`config.mk`:
```
export PLATFORM = sky130hd
export DESIGN_NAME = hostbus_dma_ctl
export DESIGN_NICKNAME = d
export VERILOG_FILES = /design/src/rtl/hbd_pkg.sv /design/src/rtl/hbd_sync.sv /design/src/rtl/hbd_io_port.sv /design/src/rtl/hbd_dma_chan.sv /design/src/rtl/hostbus_dma_ctl.sv
export SDC_FILE = /design/constraint.sdc
export NUM_CORES = 1
export LEC_CHECK = 0
export ABC_AREA = 1
export BUFFER_PORTS_ARGS = -buffer_cell sky130_fd_sc_hd__buf_2
export CORE_MARGIN = 1
export CORE_UTILIZATION = 48
export DETAILED_ROUTE_END_ITERATION = 12
export PLACE_DENSITY_LB_ADDON = 0.1
export RECOVER_POWER = 25
export SYNTH_ARGS = -nofsm -noshare
export SYNTH_HDL_FRONTEND = slang
export SYNTH_HIERARCHICAL = 1
export SYNTH_SLANG_ARGS = --single-unit
```
`constraint.sdc`:
```
create_clock -name clk -period 3.45 [get_ports clk]
set_input_delay 0.1725 -clock clk [delete_from_list [all_inputs] [get_ports clk]]
set_output_delay 0.1725 -clock clk [all_outputs]
set_load 0.01 [all_outputs]
```
`src/rtl/hbd_pkg.sv`:
```
package hbd_pkg;

    localparam int ADDR_W = 11;
    localparam int DATA_W = 8;

    typedef enum logic [1:0] {
        MODE_AT   = 2'b00,
        MODE_M30  = 2'b01,
        MODE_TCLO = 2'b10,
        MODE_RSV  = 2'b11
    } bus_mode_e;

    typedef enum logic [1:0] {
        CYC_IDLE = 2'b00,
        CYC_IO   = 2'b01,
        CYC_DMA  = 2'b10
    } cyc_kind_e;

    typedef struct packed {
        logic armed;
        logic drq;
    } chan_state_t;

    // Terminal count level that counts as "asserted" for the given mode.
    function automatic logic tc_asserted(input bus_mode_e m, input logic tc_lvl);
        return (m == MODE_TCLO) ? ~tc_lvl : tc_lvl;
    endfunction

    // Full-width compare: every bit above the register select field must match.
    function automatic logic addr_hits(input logic [ADDR_W-1:0] a,
                                       input logic [ADDR_W-1:0] base,
                                       input int unsigned low_bits);
        logic [ADDR_W-1:0] diff;
        diff = (a ^ base) >> low_bits;
        return diff == '0;
    endfunction

endpackage

```
`src/rtl/hbd_sync.sv`:
```
module hbd_sync #(
    parameter int WIDTH  = 1,
    parameter int STAGES = 2,
    parameter logic [WIDTH-1:0] RST_VAL = '0
) (
    input  logic             clk,
    input  logic             rst,
    input  logic [WIDTH-1:0] d,
    output logic [WIDTH-1:0] q
);

    logic [WIDTH-1:0] stg [STAGES];

    always_ff @(posedge clk) begin
        if (rst) stg[0] <= RST_VAL;
        else     stg[0] <= d;
    end

    for (genvar i = 1; i < STAGES; i++) begin : g_stage
        always_ff @(posedge clk) begin
            if (rst) stg[i] <= RST_VAL;
            else     stg[i] <= stg[i-1];
        end
    end

    assign q = stg[STAGES-1];

endmodule

```
`src/rtl/hbd_io_port.sv`:
```
module hbd_io_port
    import hbd_pkg::*;
#(
    parameter logic [ADDR_W-1:0] BASE_ADDR = 11'h3F0,
    parameter int                SEL_W     = 3
) (
    input  logic              clk,
    input  logic              rst,
    input  logic              ior_s,
    input  logic              aen_s,
    input  logic              dack_s,
    input  logic              ior_fall,
    input  logic              iow_fall,
    input  logic [ADDR_W-1:0] bus_addr,
    input  logic [DATA_W-1:0] bus_d_i,
    input  logic [DATA_W-1:0] reg_rdata,
    input  logic [DATA_W-1:0] dma_rdata,
    output logic [DATA_W-1:0] bus_d_o,
    output logic              bus_d_oe,
    output logic [SEL_W-1:0]  reg_idx,
    output logic              reg_rd_stb,
    output logic              reg_wr_stb,
    output logic [DATA_W-1:0] reg_wdata,
    output logic              dma_take_stb,
    output logic              dma_put_stb,
    output logic [DATA_W-1:0] dma_wdata
);

    cyc_kind_e rd_kind;
    logic      hit;

    assign hit = addr_hits(bus_addr, BASE_ADDR, SEL_W);

    always_ff @(posedge clk) begin
        if (rst) begin
            rd_kind      <= CYC_IDLE;
            reg_idx      <= '0;
            reg_rd_stb   <= 1'b0;
            reg_wr_stb   <= 1'b0;
            reg_wdata    <= '0;
            dma_take_stb <= 1'b0;
            dma_put_stb  <= 1'b0;
            dma_wdata    <= '0;
        end else begin
            reg_rd_stb   <= 1'b0;
            reg_wr_stb   <= 1'b0;
            dma_take_stb <= 1'b0;
            dma_put_stb  <= 1'b0;

            // Read side: acknowledge routes to the DMA path ahead of any decode.
            if (ior_fall) begin
                if (!dack_s) begin
                    rd_kind      <= CYC_DMA;
                    dma_take_stb <= 1'b1;
                end else if (!aen_s && hit) begin
                    rd_kind    <= CYC_IO;
                    reg_rd_stb <= 1'b1;
                    reg_idx    <= bus_addr[SEL_W-1:0];
                end
            end else if (ior_s) begin
                rd_kind <= CYC_IDLE;
            end

            // Write side
            if (iow_fall) begin
                if (!dack_s) begin
                    dma_put_stb <= 1'b1;
                    dma_wdata   <= bus_d_i;
                end else if (!aen_s && hit) begin
                    reg_wr_stb <= 1'b1;
                    reg_idx    <= bus_addr[SEL_W-1:0];
                    reg_wdata  <= bus_d_i;
                end
            end
        end
    end

    assign bus_d_oe = (rd_kind != CYC_IDLE);
    assign bus_d_o  = (rd_kind == CYC_DMA) ? dma_rdata : reg_rdata;

endmodule

```
`src/rtl/hbd_dma_chan.sv`:
```
module hbd_dma_chan
    import hbd_pkg::*;
(
    input  logic      clk,
    input  logic      rst,
    input  bus_mode_e mode,
    input  logic      dack_s,
    input  logic      dack_fall,
    input  logic      ior_fall,
    input  logic      tc_s,
    input  logic      chan_arm,
    input  logic      chan_need,
    input  logic      chan_last,
    output logic      dma_req,
    output logic      chan_done,
    output logic      armed
);

    chan_state_t st, nx;
    logic        done_nx;
    logic        tc_hit;

    assign tc_hit = !dack_s && tc_asserted(mode, tc_s);

    always_comb begin
        nx      = st;
        done_nx = 1'b0;
        if (chan_arm) nx.armed = 1'b1;

        if (dack_fall) begin
            if (chan_last) nx.drq = 1'b0;
        end else if (!dack_s) begin
            if (ior_fall && chan_last) nx.drq = 1'b0;
        end else begin
            nx.drq = nx.armed && chan_need;
        end

        if (st.armed && tc_hit) begin
            nx.armed = 1'b0;
            nx.drq   = 1'b0;
            done_nx  = 1'b1;
        end

        if (!nx.armed) nx.drq = 1'b0;
    end

    always_ff @(posedge clk) begin
        if (rst) begin
            st        <= '0;
            chan_done <= 1'b0;
        end else begin
            st        <= nx;
            chan_done <= done_nx;
        end
    end

    assign dma_req = st.drq;
    assign armed   = st.armed;

endmodule

```
`src/rtl/hostbus_dma_ctl.sv`:
```
module hostbus_dma_ctl
    import hbd_pkg::*;
#(
    parameter logic [ADDR_W-1:0] BASE_ADDR   = 11'h3F0,
    parameter int                REG_SEL_W   = 3,
    parameter int                SYNC_STAGES = 2
) (
    input  logic                 clk,
    input  logic                 rst,
    input  logic [ADDR_W-1:0]    bus_addr,
    input  logic                 bus_ior_n,
    input  logic                 bus_iow_n,
    input  logic                 bus_aen,
    input  logic [DATA_W-1:0]    bus_d_i,
    output logic [DATA_W-1:0]    bus_d_o,
    output logic                 bus_d_oe,
    input  logic [1:0]           bus_mode,
    output logic                 dma_req,
    input  logic                 dma_ack_n,
    input  logic                 dma_tc,
    output logic [REG_SEL_W-1:0] reg_idx,
    output logic                 reg_rd_stb,
    output logic                 reg_wr_stb,
    output logic [DATA_W-1:0]    reg_wdata,
    input  logic [DATA_W-1:0]    reg_rdata,
    input  logic                 chan_arm,
    input  logic                 chan_need,
    input  logic                 chan_last,
    input  logic [DATA_W-1:0]    dma_rdata,
    output logic                 dma_take_stb,
    output logic                 dma_put_stb,
    output logic [DATA_W-1:0]    dma_wdata,
    output logic                 chan_done
);

    localparam int               NSYNC    = 5;
    // bit order: read strobe, write strobe, address enable, acknowledge, terminal count
    localparam logic [NSYNC-1:0] SYNC_RST = 5'b11010;

    logic [NSYNC-1:0] raw_in, sync_out;
    logic             ior_s, iow_s, aen_s, dack_s, tc_s;
    logic [2:0]       strb_q;
    logic             ior_fall, iow_fall, dack_fall;
    logic             chan_armed;

    assign raw_in = {bus_ior_n, bus_iow_n, bus_aen, dma_ack_n, dma_tc};

    hbd_sync #(
        .WIDTH  (NSYNC),
        .STAGES (SYNC_STAGES),
        .RST_VAL(SYNC_RST)
    ) u_sync (
        .clk(clk),
        .rst(rst),
        .d  (raw_in),
        .q  (sync_out)
    );

    assign {ior_s, iow_s, aen_s, dack_s, tc_s} = sync_out;

    always_ff @(posedge clk) begin
        if (rst) strb_q <= 3'b111;
        else     strb_q <= {ior_s, iow_s, dack_s};
    end

    assign ior_fall  = strb_q[2] & ~ior_s;
    assign iow_fall  = strb_q[1] & ~iow_s;
    assign dack_fall = strb_q[0] & ~dack_s;

    hbd_io_port #(
        .BASE_ADDR(BASE_ADDR),
        .SEL_W    (REG_SEL_W)
    ) u_io (
        .clk         (clk),
        .rst         (rst),
        .ior_s       (ior_s),
        .aen_s       (aen_s),
        .dack_s      (dack_s),
        .ior_fall    (ior_fall),
        .iow_fall    (iow_fall),
        .bus_addr    (bus_addr),
        .bus_d_i     (bus_d_i),
        .reg_rdata   (reg_rdata),
        .dma_rdata   (dma_rdata),
        .bus_d_o     (bus_d_o),
        .bus_d_oe    (bus_d_oe),
        .reg_idx     (reg_idx),
        .reg_rd_stb  (reg_rd_stb),
        .reg_wr_stb  (reg_wr_stb),
        .reg_wdata   (reg_wdata),
        .dma_take_stb(dma_take_stb),
        .dma_put_stb (dma_put_stb),
        .dma_wdata   (dma_wdata)
    );

    hbd_dma_chan u_chan (
        .clk      (clk),
        .rst      (rst),
        .mode     (bus_mode_e'(bus_mode)),
        .dack_s   (dack_s),
        .dack_fall(dack_fall),
        .ior_fall (ior_fall),
        .tc_s     (tc_s),
        .chan_arm (chan_arm),
        .chan_need(chan_need),
        .chan_last(chan_last),
        .dma_req  (dma_req),
        .chan_done(chan_done),
        .armed    (chan_armed)
    );

endmodule

```
# After elaboration in Yosys (flattened, before gate mapping)
# Memories as Yosys holds them, arrays and structs flattened.
# Index checks and enable logic that the tools add are counted.
# W data, S select, Z words.
# word_totals
ff_bits	31
latch_bits	0
ram_bits	10
mem_bits_ro	0
input_bits	47
out_inout_bits	34
word_cells	75
n_memories	1
# mem_list
name	depth	word_bits	rd	rd_ports_with_merged_regs	write_ports	line_no	source
u_sync.stg	2	5	2	0	2	hbd_sync.sv:12	logic [WIDTH-1:0] stg [STAGES];
# classes
addsub	0
mul	0
div	0
magnitude_cmp	0
eq_ne	4
n_shift	0
muxes	27
n_bitwise	13
reduce_logical	18
# op_table
op	n
$mux W3	6
$mux W1	13
$logic_not A11 Y1	1
$mux W2	5
$mux W5	2
$mux W8	1
$not A1 Y1	7
$not A6 Y6	1
$reduce_and A2 Y1	3
$logic_and A1 B1 Y1	5
$eq A2 B2 Y1 const B	2
$reduce_bool A2 Y1	2
$reduce_or A2 Y1	2
$and A1 B1 Y1	3
$ne A3 B3 Y1 const B	1
$reduce_and A3 Y1	1
$reduce_bool A3 Y1	1
$reduce_or A3 Y1	1
$logic_not A1 Y1	2
$ne A2 B2 Y1 const B	1
$or A1 B1 Y1	2

# Depth between registers and ports, before layout
# Gate-level depths: netlist of run 1.
# depth
depth_word	9
depth_mapped	8
depth_no_buf	8

# Cells and area by module
# Netlist of run 1, hierarchy kept.
# by_module_without_submodules
mod	n_inst	cells_per_inst	area_per_inst_um2	seq_area_each_um2
hbd_io_port	1	142	1088.5	500.5
hbd_sync	1	31	281.5	200.2
hbd_dma_chan	1	27	153.9	60.1
hostbus_dma_ctl	1	16	108.9	60.1

# Worst setup path before layout of run 1
# Ideal clock, no wire load.
# synth_path
path_kind	flip-flop to flip-flop
from	register strb_q[1]
to	register u_io.dma_wdata[0]
setup_time_ps	116
arrival_time_ps	1031
required_time_ps	3334
slack_ps	2303
path_stages_with_launch	8
n_path_buf	0
synth_period_minus_slack_ps	1147
path_cell_list	dfxtp_1 -> inv_1 -> nor2_1 -> inv_1 -> nor2_2 -> clkinv_1 -> nor2_1 -> nor2_1
# synth_between
elab_chain_len	2
# synth_rtl
element	line_no	source
start, declared	hostbus_dma_ctl.sv:42	logic [2:0] strb_q;
start signal, assigned	hostbus_dma_ctl.sv:63	else strb_q <= {ior_s, iow_s, dack_s};
$and A1 B1 Y1	hostbus_dma_ctl.sv:67	assign iow_fall = strb_q[1] & ~iow_s;
named net iow_fall	hostbus_dma_ctl.sv:43	logic ior_fall, iow_fall, dack_fall;
$reduce_and A2 Y1 (no line)	-	
end signal, assigned	hbd_io_port.sv:68	dma_wdata <= bus_d_i;
end, declared	hbd_io_port.sv:26	output logic [DATA_W-1:0] dma_wdata
# The timed path passes the listed nets, and every way through them passes these cells.
# A chain may end at the register's enable or synchronous reset.

# Worst setup path after layout of run 1
# layout_path
from	register u_io.rd_kind[0]
to	output bus_d_o[2]
# layout_between
elab_chain_len	2
# layout_rtl
element	line_no	source
start, declared	hbd_io_port.sv:29	cyc_kind_e rd_kind;
start signal, assigned	hbd_io_port.sv:36	rd_kind <= CYC_IDLE;
start signal, assigned	hbd_io_port.sv:53	rd_kind <= CYC_DMA;
start signal, assigned	hbd_io_port.sv:56	rd_kind <= CYC_IO;
$eq A2 B2 Y1	hbd_io_port.sv:79	assign bus_d_o = (rd_kind == CYC_DMA) ? dma_rdata : reg_rdata;
$mux W8	hbd_io_port.sv:79	
end, declared	hostbus_dma_ctl.sv:15	output logic [DATA_W-1:0] bus_d_o,
# Every way passes these cells.

==> results of run 1 <==
[power breakdown]
part | internal [mW] | leakage (nW) | switching (mW)
clock network | 0.118 | 0.0413 | 0.148
registers | 0.482 | 0.334 | 0.00416
logic | 0.0377 | 0.833 | 0.0406
[cell usage in the layout (no fill, tap or decap), types with 2 or more instances in the layout]
cell type | Yosys | final
dlygate4sd3_1 | 0 | 2
nand3_1 | 12 | 12
nand2_2 | 3 | 3
inv_1 | 38 | 39
nor3_1 | 2 | 2
dfxtp_1 | 41 | 41
nor2_2 | 3 | 3
mux2_2 | 8 | 8
o211ai_1 | 3 | 3
o21ai_0 | 10 | 10
buf_2 | 0 | 77
clkbuf_4 | 0 | 5
clkbuf_8 | 0 | 2
clkbuf_1 | 2 | 3
a21oi_1 | 8 | 8
nor2_1 | 44 | 44
nand2_1 | 35 | 35
[state kept, by name, summed over array words and instances, names as in the netlist, 2 cells and up]
signal	count
u_io/dma_wdata	8
u_io/reg_idx	3
u_io/reg_wdata	8
u_io/rd_kind	2
u_sync/stg	10
strb_q	3
[layer usage]
metal	global-route usage	routed length (um)	part of all wire	vias to the layer above
li1	-	-	-	829
met1	0.218	1460	0.43	654
met2	0.342	1550	0.46	65
met3	0.0758	332	0.098	6
met4	0.0897	55	0.016	0
met5	0	0	0	-
[worst min-delay path, cell delays in order]
cell	delay, ns
buf_2	0.07
inv_1	0.03
nand2_1	0.06
[path summary, 6_finish.rpt]
check,slack (ns),depth (start not counted),startpoint,to
setup / recovery,1.78,4,u_io/rd_kind[0]$_SDFFE_PP0P_,bus_d_o[2]
hold / removal,0.02,3,bus_iow_n,u_sync/stg[0][3]$_SDFF_PP1_
setup reg to reg,2.04,7,strb_q[1]$_SDFF_PP1_,u_io/dma_wdata[6]$_SDFFE_PP0P_
hold reg to reg,0.41,2,u_sync/stg[0][0]$_SDFF_PP0_,u_sync/stg[1][0]$_SDFF_PP0_
[kinds of logic after synthesis]
| family | Yosys count | synth area share |
|---|---|---|
| buf+inv | 44 | 0.108 |
| mux | 8 | 0.0552 |
| compound gates | 21 | 0.0690 |
| flops | 41 | 0.503 |
| simple gates | 102 | 0.265 |
[area by class of cell]
| type | count | area [um2] | area share |
|---|---|---|---|
| flip-flops and latches | 41 | 821 | 0.382 |
| inverters | 40 | 150 | 0.0699 |
| multi-input cells | 131 | 636 | 0.296 |
| well taps | 44 | 55.1 | 0.0256 |
| clock inverters | 1 | 5.00 | 0.00233 |
| repair buffers | 82 | 417 | 0.194 |
| clock buffers | 7 | 65.1 | 0.0303 |
==> impl_metrics.json, run 1 <==
{
  "run_status": "complete, no violations",
  "core_area_mm2": 0.00313,
  "synth_area_leader_cell": "dfxtp_1",
  "peakVddDrop_v": 0.000328,
  "final-instance-count-excl-fill": 346,
  "yosys_register_bits": 41,
  "syn_nets": 263,
  "cp.arrival_ns": 1.50,
  "initial_core_util": 0.522,
  "syn-instance-count": 216,
  "max_stage_delay_ns": 0.38,
  "tns_ns": 0,
  "dpl_cell_area_mm2": 0.00206,
  "synth_most_common_cell": "nor2_1",
  "p_leak_nw": 1.21,
  "power.total_uw": 831,
  "pin_count": 81,
  "die_w_um": 60.3,
  "max_cap_viol_count": 0,
  "cts-root-buf": "clkbuf_4",
  "rsz0062_at_grt": "no",
  "synth.area.top_cells": "dfxtp_1, nor2_1, inv_1",
  "drcViolationCount": 0,
  "maxSlewViolCount": 0,
  "drt-wirelength-per-cell_um": 9.83,
  "antenna_found_initial": 0,
  "postSynthAreaPerCell_um2": 7.56,
  "gp_congestion": 0.769,
  "cts_tree": "yes",
  "grt-ovfl-total": 0,
  "cts_sinks": 41,
  "grt_max_degree": 23,
  "ys_warn_count": 6,
  "crit_chain": "inv_1, nand2_1, mux2_2, buf_2",
  "crit_family": "multiplexers",
  "synth_edf_count": 0,
  "dieArea_mm2": 0.00364,
  "fill_cells": 281,
  "grt_pass1_wl_um": 5170,
  "drt-pass1-iter-count": 4,
  "cts_buffer_depth": 2,
  "startpoint_type": "flop",
  "synth_flop_cell": "dfxtp_1",
  "final_util": 0.687,
  "drt_wl_total_um": 3400,
  "cts_setup_buffers": 0,
  "via_count": 1554,
  "grt_use_total": 0.200,
  "hpwl_um": 2560,
  "clk_latency_ns": 0.35,
  "finalHoldViolCount": 0,
  "numPortBuffers": 80,
  "path_buf_inv": 2,
  "critPathCaptureType": "primary output",
  "yosys.area.top_type_share": 0.503,
  "ys_seq_area_frac": 0.503,
  "finalSetupViolCount": 0,
  "worst_pin_slew_ns": 0.951,
  "fp.dieH_um": 60.3,
  "setup_ws_ns": 1.78,
  "synth_cell_type_count": 20,
  "synthToLayoutAreaGrowth_pct": 31.6,
  "p_per_area_mw_per_mm2": 387,
  "design_area_mm2": 0.00215,
  "detail-route-antenna-nets": 0,
  "async_flop_share": 0,
  "pre_cts_slack_ns": 2.07,
  "skew_ns": 0.00866,
  "hold_buffers": 2,
  "cts_made_buffers": 5,
  "final_net_count": 348,
  "netlist_top_cells_count": "nor2_1, dfxtp_1, inv_1",
  "crit_fanout": 8,
  "max_freq_mhz": 598,
  "fin_hold_ws_ns": 0.0214,
  "diodes": 0,
  "crit_slowest_cell": "mux2_2",
  "grt_pass1_vias": 1286,
  "fin_crit_sh": 0.484,
  "rows": 20,
  "required_ns": 3.28,
  "clk_pin_slew_worst_paths_ns": 0.12,
  "vias_per_cell": 4.49,
  "critPathKind": "reg2out",
  "post_cts_resize_count": 0,
  "maxSlewHeadroom": 0.366,
  "drt-initial-drc-count": 37,
  "syn_area_mm2": 0.00163,
  "hold_class": "in2reg",
  "placed_cells": 336,
  "cts_max_level": 2,
  "drive_gt1_frac": 0.334,
  "min_period_ns": 1.67
}
No activity file was read; power rests on OpenSTA's default activity.
==> run 2: changes to the inputs <==
- ABC_AREA: 1 -> 0
- CORE_UTILIZATION: 48 -> 41
- clock period: 3.45 -> 1.34 ns (I/O delays scaled with it)
==> impl_metrics.json, run 2 <==
{
  "postSynthAreaPerCell_um2": 10.3,
  "async_flop_share": 0,
  "run_status": "finished, violations left",
  "layout_commonest_cell": "buf_2",
  "critPathKind": "reg2out",
  "pin_count": 81,
  "hold_depth": 2,
  "setup_ws_ns": -0.0556,
  "synth_mux_area_frac": 0.119,
  "final_net_count": 306,
  "syn_area_mm2": 0.00168,
  "netlist_top_cells_count": "dfxtp_1, nand2b_1, nand2_1",
  "cts_max_level": 2,
  "die_w_um": 66.1,
  "synth_most_common_cell": "dfxtp_1",
  "diodes": 0,
  "layout_common_cells": "buf_2, dfxtp_1, nand2b_1",
  "final-instance-count-excl-fill": 308,
  "crit_slowest_cell": "dfxtp_2",
  "vias_per_cell": 4.60,
  "drt_wl_total_um": 3540,
  "max_stage_delay_ns": 0.33,
  "pre_cts_slack_ns": -0.0225,
  "synth_fa_ha_area_frac": 0,
  "synth_flop_cell": "dfxtp_1",
  "min_period_ns": 1.40,
  "core_area_mm2": 0.00380,
  "grt-ovfl-total": 0,
  "peakVddDrop_v": 0.000689,
  "syn_nets": 211,
  "cts_made_buffers": 5,
  "grt_use_total": 0.170,
  "cts_sinks": 41,
  "placed_cells": 292,
  "maxSlewViolCount": 0,
  "startpoint_type": "flop",
  "fill_cells": 316,
  "cts-root-buf": "clkbuf_8",
  "violations": "negative setup slack",
  "drive_gt1_frac": 0.469,
  "initial_core_util": 0.443,
  "finalHoldViolCount": 0,
  "finalSetupViolCount": 8,
  "grt_pass1_vias": 1330,
  "ys_seq_area_frac": 0.487,
  "via_count": 1418,
  "drt-wirelength-per-cell_um": 11.5,
  "worstHoldStart": "bus_aen",
  "holdPathEnd": "u_sync/stg[0][2]$_SDFF_PP0_",
  "fin_crit_sh": 1.04,
  "detail-route-antenna-nets": 0,
  "synth_top_family_by_area": "simple AND/OR/NAND/NOR gates",
  "cp.arrival_ns": 1.33,
  "maxSlewHeadroom": 0.620,
  "synth_cell_type_count": 32,
  "fp.dieH_um": 66.1,
  "clk_pin_slew_worst_paths_ns": 0.07,
  "grt_pass1_wl_um": 5600,
  "synth_compound_area_frac": 0.0535,
  "drt-initial-drc-count": 26,
  "yosys_register_bits": 41,
  "r2r-start": "u_sync/stg[1][1]$_SDFF_PP1_",
  "synth-simple-area-share": 0.313,
  "yosys.area.top_type_share": 0.487,
  "synth.area.top_cells": "dfxtp_1, nand2b_1, mux2i_1",
  "skew_ns": 0.00518,
  "cts_buffer_depth": 2,
  "synth_xor_area_frac": 0.00966,
  "regMostFlops": "u_sync/stg",
  "multi_input_area_um2": 898,
  "hpwl_um": 2530,
  "p_leak_nw": 1.12,
  "required_ns": 1.27,
  "drcViolationCount": 0,
  "tns_ns": -0.389,
  "numPortBuffers": 80,
  "crit_chain": "nor2b_4, buf_8, mux2_4, buf_6",
  "p_per_area_mw_per_mm2": 954,
  "gp_congestion": 0.729,
  "dieArea_mm2": 0.00437,
  "fin_hold_ws_ns": 0.0255,
  "hold_class": "in2reg",
  "reg2reg_depth": 4,
  "reg2reg_slack_ns": 0.06,
  "syn-instance-count": 164,
  "rows": 22,
  "rsz0062_at_grt": "yes",
  "grt_max_degree": 26,
  "largest_reg_flops": 10,
  "ys_warn_count": 6,
  "clk_latency_ns": 0.29,
  "critPathCaptureType": "primary output",
  "synth_area_leader_cell": "dfxtp_1",
  "synth_edf_count": 0,
  "final_util": 0.654,
  "max_freq_mhz": 717,
  "antenna_found_initial": 0,
  "crit_fanout": 8,
  "worst_pin_slew_ns": 0.569,
  "ff_latch_area_um2": 827,
  "r2r-end": "u_io/reg_wdata[6]$_SDFFE_PP0P_",
  "max_cap_viol_count": 0,
  "reg_top3": "u_sync/stg x10, u_io/dma_wdata x8, u_io/reg_wdata x8",
  "drt-pass1-iter-count": 4,
  "synthToLayoutAreaGrowth_pct": 47.5,
  "cts_tree": "yes"
}
[run 2: cell count changes after synthesis, moves of 7 or more]
cell / previous run / this run
mux2i_1: 0 / 11
or2_1: 0 / 9
nor2b_1: 0 / 7
o21ai_0: 10 / 1
nand2_1: 35 / 17
nor2_1: 44 / 3
inv_1: 38 / 1
nand2b_1: 0 / 27
nand3_1: 12 / 0
[run 2: worst max-delay path by stage]
stage / startpoint / end / slack [ns] / cells past startpoint
after floorplan: u_sync/stg[1][3]$_SDFF_PP1_ / u_io/reg_wdata[0]$_SDFFE_PP0P_ / -0.06 / 4
after global placement: u_sync/stg[1][1]$_SDFF_PP1_ / u_chan/dma_req$_SDFFE_PP0P_ / -0.006 / 5
after detailed placement: u_sync/stg[1][3]$_SDFF_PP1_ / u_io/dma_wdata[7]$_SDFFE_PP0P_ / -0.02 / 4
after CTS: u_io/rd_kind[1]$_SDFFE_PP0P_ / bus_d_o[0] / -0.07 / 4
after global routing: u_io/rd_kind[1]$_SDFFE_PP0P_ / bus_d_o[3] / -0.09 / 4
final: u_io/rd_kind[1]$_SDFFE_PP0P_ / bus_d_o[0] / -0.06 / 4
[run 2: cell families (layout without fill, tap and decap cells)]
kind of cell / count (synthesis) / in the layout
XOR/XNOR: 1 / 1
multiplexers: 19 / 19
AND/OR/NAND/NOR: 80 / 80
buffers and inverters: 8 / 104
flip-flops: 41 / 41
AO/OA/AOI/OAI: 15 / 15
[run 2: timing repair]
| item | 4_1_cts | 5_1_grt |
|---|---|---|
| hold endpoints to repair | 4 | 0 |
| hold buffers | 4 | 0 |
| endpoints found under the setup margin | 19 | 25 |
| gates resized for setup | 23 | 7 |
| pin swaps | 1 | 2 |
| setup buffers | 2 | 2 |
[run 2: layout make-up]
type                       count  share of cell area
sequential                    41               0.333
multi-input combinational    115               0.362
inverter                       1             0.00151
clock buffer                   7              0.0388
timing repair buffer          95               0.239
tap                           48              0.0242
clock inverter                 1             0.00201
[run 2: per-layer routing]
metal	vias to the layer above	routed length, um	track usage	share of wire
li1	729	-	-	-
met1	625	1590	0.184	0.45
met2	62	1640	0.309	0.46
met3	2	301	0.0638	0.085
met4	0	16	0.0452	0.0045
met5	-	0	0	0
[run 2: through the flow]
step | power [mW] | area [um2]
floorplan | 1.39 | 1680
global placement | 1.50 | 2200
detailed placement | 1.50 | 2200
CTS | 2.39 | 2450
global route | 2.49 | 2480
finish | 2.37 | 2480
[run 2: worst max-delay path: cells and delay by family (launching register included)]
| kind | cells | cell delay, ns |
|---|---|---|
| flops | 1 | 0.33 |
| buf+inv | 2 | 0.27 |
| simple gates | 1 | 0.14 |
| mux | 1 | 0.31 |
[run 2: report_power, final]
| group | internal [mW] | switching (mW) |
|---|---|---|
| logic | 0.160 | 0.109 |
| clock network | 0.465 | 0.389 |
| registers | 1.24 | 0.00915 |
